--- src/rtl/subpel_filter.sv ---
module subpel_filter #(
  parameter int COLS = 8,
  parameter int ROWS = 8
) (
  input  logic                  clk,
  input  logic                  rst_n,
  input  logic                  in_valid,
  output logic                  in_ready,
  input  logic [(COLS+3)*8-1:0] in_win,
  input  logic [COLS*8-1:0]     in_dst,
  input  logic [1:0]            in_mode,
  input  logic                  in_vert,
  input  logic                  in_rnd,
  input  logic                  in_avg,
  output logic                  out_valid,
  input  logic                  out_ready,
  output logic [COLS*8-1:0]     out_pix,
  output logic                  out_last,
  output logic                  err
);
  localparam int RW = (ROWS > 1) ? $clog2(ROWS) : 1;

  logic [RW-1:0]       row;
  logic [COLS*8-1:0]   res;
  logic                take, rv;
  logic signed [15:0]  rv16;

  assign in_ready = !out_valid || out_ready;
  assign take     = in_valid && in_ready;
  assign rv       = in_vert ? ~in_rnd : in_rnd;
  assign rv16     = signed'({15'd0, rv});

  for (genvar g = 0; g < COLS; g++) begin : g_col
    logic signed [15:0] a, b, c, d, acc, sh;
    logic [7:0]         clip, old;
    logic [8:0]         blend;

    assign a   = signed'({8'd0, in_win[8*g      +: 8]});
    assign b   = signed'({8'd0, in_win[8*(g+1)  +: 8]});
    assign c   = signed'({8'd0, in_win[8*(g+2)  +: 8]});
    assign d   = signed'({8'd0, in_win[8*(g+3)  +: 8]});
    assign old = in_dst[8*g +: 8];

    always_comb begin
      case (in_mode)
        2'd1:    acc = 16'sd53*b + 16'sd18*c - 16'sd4*a - 16'sd3*d + 16'sd32 - rv16;
        2'd2:    acc = 16'sd9*(b + c) - a - d + 16'sd8 - rv16;
        2'd3:    acc = 16'sd18*b + 16'sd53*c - 16'sd3*a - 16'sd4*d + 16'sd32 - rv16;
        default: acc = '0;
      endcase
      sh = (in_mode == 2'd2) ? (acc >>> 4) : (acc >>> 6);
      if (sh < 0)              clip = 8'd0;
      else if (sh > 16'sd255)  clip = 8'd255;
      else                     clip = sh[7:0];
    end

    assign blend = {1'b0, clip} + {1'b0, old} + 9'd1;
    assign res[8*g +: 8] = in_avg ? blend[8:1] : clip;
  end

  always_ff @(posedge clk) begin
    if (!rst_n) begin
      out_valid <= 1'b0;
      out_pix   <= '0;
      out_last  <= 1'b0;
      err       <= 1'b0;
      row       <= '0;
    end else begin
      err <= take && (in_mode == 2'd0);
      if (take && in_mode != 2'd0) begin
        out_valid <= 1'b1;
        out_pix   <= res;
        out_last  <= (row == RW'(ROWS-1));
        row       <= (row == RW'(ROWS-1)) ? '0 : row + 1'b1;
      end else if (out_ready) begin
        out_valid <= 1'b0;
      end
    end
  end

  assert_hold_R9: assert property (@(posedge clk) disable iff (!rst_n)
    out_valid && !out_ready |=> out_valid && $stable(out_pix) && $stable(out_last));

  assert_refuse_R7: assert property (@(posedge clk) disable iff (!rst_n)
    take && in_mode == 2'd0 |=> err && !out_valid);

  assert_err_src_R7: assert property (@(posedge clk) disable iff (!rst_n)
    err |-> $past(in_valid && in_mode == 2'd0));

  assert_issue_R8: assert property (@(posedge clk) disable iff (!rst_n)
    take && in_mode != 2'd0 |=> out_valid);

  assert_last_gap_R8: assert property (@(posedge clk) disable iff (!rst_n)
    out_valid && out_ready && out_last |=> !(out_valid && out_last));
endmodule

--- config.mk ---
export PLATFORM = sky130hd
export DESIGN_NAME = subpel_filter
export DESIGN_NICKNAME = d
export VERILOG_FILES = /design/src/rtl/subpel_filter.sv
export SDC_FILE = /design/constraint.sdc
export NUM_CORES = 2
export LEC_CHECK = 0
export BUFFER_PORTS_ARGS = -buffer_cell sky130_fd_sc_hd__clkbuf_2
export CORE_ASPECT_RATIO = 1.4
export CORE_MARGIN = 1.5
export CORE_UTILIZATION = 36
export DETAILED_ROUTE_END_ITERATION = 6
export SYNTH_ARGS = -nofsm -noshare
export SYNTH_HDL_FRONTEND = slang
export SYNTH_SLANG_ARGS = --single-unit
--- constraint.sdc ---
create_clock -name clk -period 16.3 [get_ports clk]
set_input_delay 1.63 -clock clk [delete_from_list [all_inputs] [get_ports clk]]
set_output_delay 1.63 -clock clk [all_outputs]
set_load 0.01 [all_outputs]
==> impl_summary.log <==
INFO  metric detailroute.via_count = 46760
INFO  metric timing.critical_path.to_type = flip-flop
INFO  metric numPortBuffers = 228
INFO  metric firstDrtPassIters = 6
INFO  metric crit_buf_inv = 6
INFO  metric rr_startpoint = out_valid
INFO  metric synth-seq-cells = 70
INFO  metric cts.repair_timing.setup_buffer_count = 0
INFO  metric hold_path_end = out_pix[36]
INFO  metric synthToLayoutAreaGrowth = 7.081%
INFO  metric postSynth.asyncResetShare = 0
INFO  metric syn_area_per_cell = 8.420 um2
INFO  metric route.final.wire_length = 195000 um
INFO  metric hp-class = reg2reg
INFO  metric largest_net_degree_at_the_start_of_global_routing = 77
INFO  metric maxCapViolCount = 0
INFO  metric crit_required = 16560 ps
INFO  metric min_period = 10850 ps
INFO  metric synth_enable_flop_cells = 0
INFO  metric timing_worst_slew_pin_value = 1327 ps
INFO  metric clk_transition_reported_paths = 60 ps
INFO  metric timing.setup.critical_path_class = in2reg
INFO  metric post-route-period-util = 0.6659
INFO  metric die_h = 465.6 um
INFO  metric layout-drive-gt1-share = 0.05384
INFO  metric post-route-drc-count = 0
INFO  metric core_area = 0.1516 mm2
INFO  metric status = finished clean
INFO  metric place_congestion = 0.9759
INFO  metric timing.slew.headroom = 0.1099
INFO  metric hold_path_startpoint = out_pix[36]
INFO  metric die_x = 333.4 um
INFO  metric final-setup-viol-count = 0
INFO  metric cts_buffer_depth = 2
INFO  metric unrepaired_setup_endpoints_after_global_routing = false
INFO  metric worst_path_dominant_cell_family = adder cells
INFO  metric fillerInstances = 15570
INFO  metric achievable_frequency = 92.13 MHz
INFO  metric drt_first_iter_violations = 1941
INFO  metric post_cts_resize_count = 0
INFO  metric viasPerCell = 5.370
INFO  metric final_max_slew_viol_count = 0
INFO  metric worst-r2r-cell-count = 6
INFO  metric post_synth_instance_area = 0.05502 mm2
INFO  metric route.antenna.remaining_nets = 0
INFO  metric grt_first_pass_wirelength = 290400 um
INFO  metric n_antenna_cell = 0
INFO  metric globalRoute.totalOverflow = 0
INFO  metric hold-path-cell-count = 2
INFO  metric reg2reg_to = out_pix[60]
INFO  metric post_synthesis_sequential_area_ratio = 0.02547
INFO  metric critical_path.most_common_cell = ha_1
INFO  metric timing.final.hold_violations = 0
INFO  metric clk-insertion-delay-late = 350 ps
INFO  metric antenna_found_initial = 6
INFO  metric library_cell_contributing_the_largest_single_delay_on_the_critical_path = fa_1
INFO  metric rrSetupSlack = 13690 ps
INFO  metric synth.net_count = 8754
INFO  metric cts_inserted_buffers = 9
INFO  metric io_pins = 229
INFO  metric hold_buf_count_cts = 0
INFO  metric h-tree-depth = 3
INFO  metric grt_pass1_vias = 50070
INFO  metric syn-instance-count = 6535
INFO  metric ys_types = 106
INFO  metric cts.sinks = 70
INFO  metric warnings_synthesis = 0
INFO  metric cts_tree = built
INFO  metric crit_fanout = 14
INFO  metric max_stage_delay = 580 ps
INFO  metric dpl.hpwl = 167100 um
INFO  metric arrival_time_at_the_worst_endpoint = 11110 ps
INFO  metric row_count = 169
INFO  metric finish.net_count = 8957
INFO  metric yosys_most_used_dff = dfxtp_1
INFO  metric globalRouteTotalUtil = 0.2507
INFO  metric timing.clock.skew = 8.087 ps
INFO  metric worst_setup_path_start_kind = input port
INFO  metric die_area = 0.1552 mm2
INFO  metric floorplan.initialDensity = 0.3629
INFO  metric wl_per_cell = 22.40 um
INFO  metric cts_root_buffer = clkbuf_16
INFO  metric totalNegativeSetupSlack = 0 ps
==> worst max-delay path by stage <==
stage | from | to | slack [ps] | cells after the start
after floorplan | in_win[48] | out_pix[47] | 7100 | 38
after global placement | in_win[25] | out_pix[14] | 5360 | 37
after detailed placement | in_win[25] | out_pix[14] | 5220 | 37
after CTS | in_win[25] | out_pix[14] | 5540 | 37
after global routing | in_win[25] | out_pix[14] | 4960 | 37
final | in_win[25] | out_pix[14] | 5450 | 37
==> metal layers <==
metal	vias up	routed length, um	GRT usage
li1	22230	-	-
met1	22750	70130	0.2489
met2	1168	99190	0.4725
met3	606	6340	0.02285
met4	10	19300	0.2040
met5	-	61	0
==> synthesized netlist by cell type, types with 13 or more instances <==
library cell  number  area [um2]
nor3_1            65       325.3
o211ai_1          25       187.7
nand2_1          192       720.7
nand4_1           26       162.7
nand3_1           64       320.3
nand2b_1          34       212.7
o211a_1           14       140.1
a211oi_1          35       262.8
a21oi_1          454        2272
nor2b_1           86       538.0
a221oi_1          14       122.6
o21bai_1         124       930.9
o21ai_1           15       75.07
nor2_1           243       912.1
ha_1            1562       19540
o21ai_0          207        1036
fa_1             496        9930
or3_1             29       181.4
inv_1           1577        5919
o21a_1            39       292.8
clkbuf_1          58       217.7
mux2i_1           16       160.2
o31ai_1           13       97.59
xnor2_1          320        2803
a21o_1           195        1464
dfxtp_1           70        1401
and2_1            21       131.4
and3_1            17       106.4
a211o_1           16       140.1
xor2_1           181        1585
o221ai_1          15       131.4
a31o_2            26       227.7
a31oi_1           42       262.8
o22ai_1           16       100.1
==> flip-flops by register name, indices dropped and copies added, names as in the netlist <==
signal	flops
row	3
err	1
out_pix	64
out_valid	1
out_last	1
==> cells in the final DEF (no fill, tap or decap), types with 35 or more instances in the layout <==
cell type	count
a211oi_1	35
a21o_1	195
a21oi_1	454
a31oi_1	42
buf_4	35
clkbuf_2	227
dfxtp_1	70
fa_1	496
ha_1	1562
inv_1	1577
nand2_1	192
nand3_1	64
nor2_1	242
nor2b_1	86
nor3_1	65
o21a_1	39
o21ai_0	207
o21bai_1	124
xnor2_1	319
xor2_1	181
==> stage by stage <==
step	cells	worst slack, ps	cell area, um2	hold slack [ps]	util
after floorplan	6535	7102	55020	447.2	-
final	8708	5445	58920	455.8	0.3886
after detailed placement	8693	5223	58630	452.2	0.3867
after CTS	8708	5542	58920	461.4	0.3886
after global placement	8693	5357	58630	445.4	0.3867
after global routing	8708	4957	58920	498.5	0.3886
==> kinds of logic after synthesis <==
family,Yosys count,synth area share
flops,70,0.02547
mux,17,0.003115
xor+xnor,501,0.07975
buf+inv,1650,0.1127
simple gates,844,0.07511
fa+ha+maj,2058,0.5357
compound gates,1395,0.1682
==> layout make-up <==
class	count	area, um2	area share
clock buffers	11	242.7	0.004120
clock inverters	4	47.55	0.0008070
inverters	1580	5931	0.1007
multi-input cells	4815	47440	0.8051
flip-flops and latches	70	1401	0.02378
well taps	1966	2460	0.04175
repair buffers	262	1399	0.02374
==> tightest hold or removal path: stages, from the launching register on <==
cell,delay (ps)
dfxtp_1,310
nand3_1,60
nand2_1,50
Power is left out: the tool's default activity adds up to more than one toggle a clock period on the data nets, which glitch-free logic cannot reach.
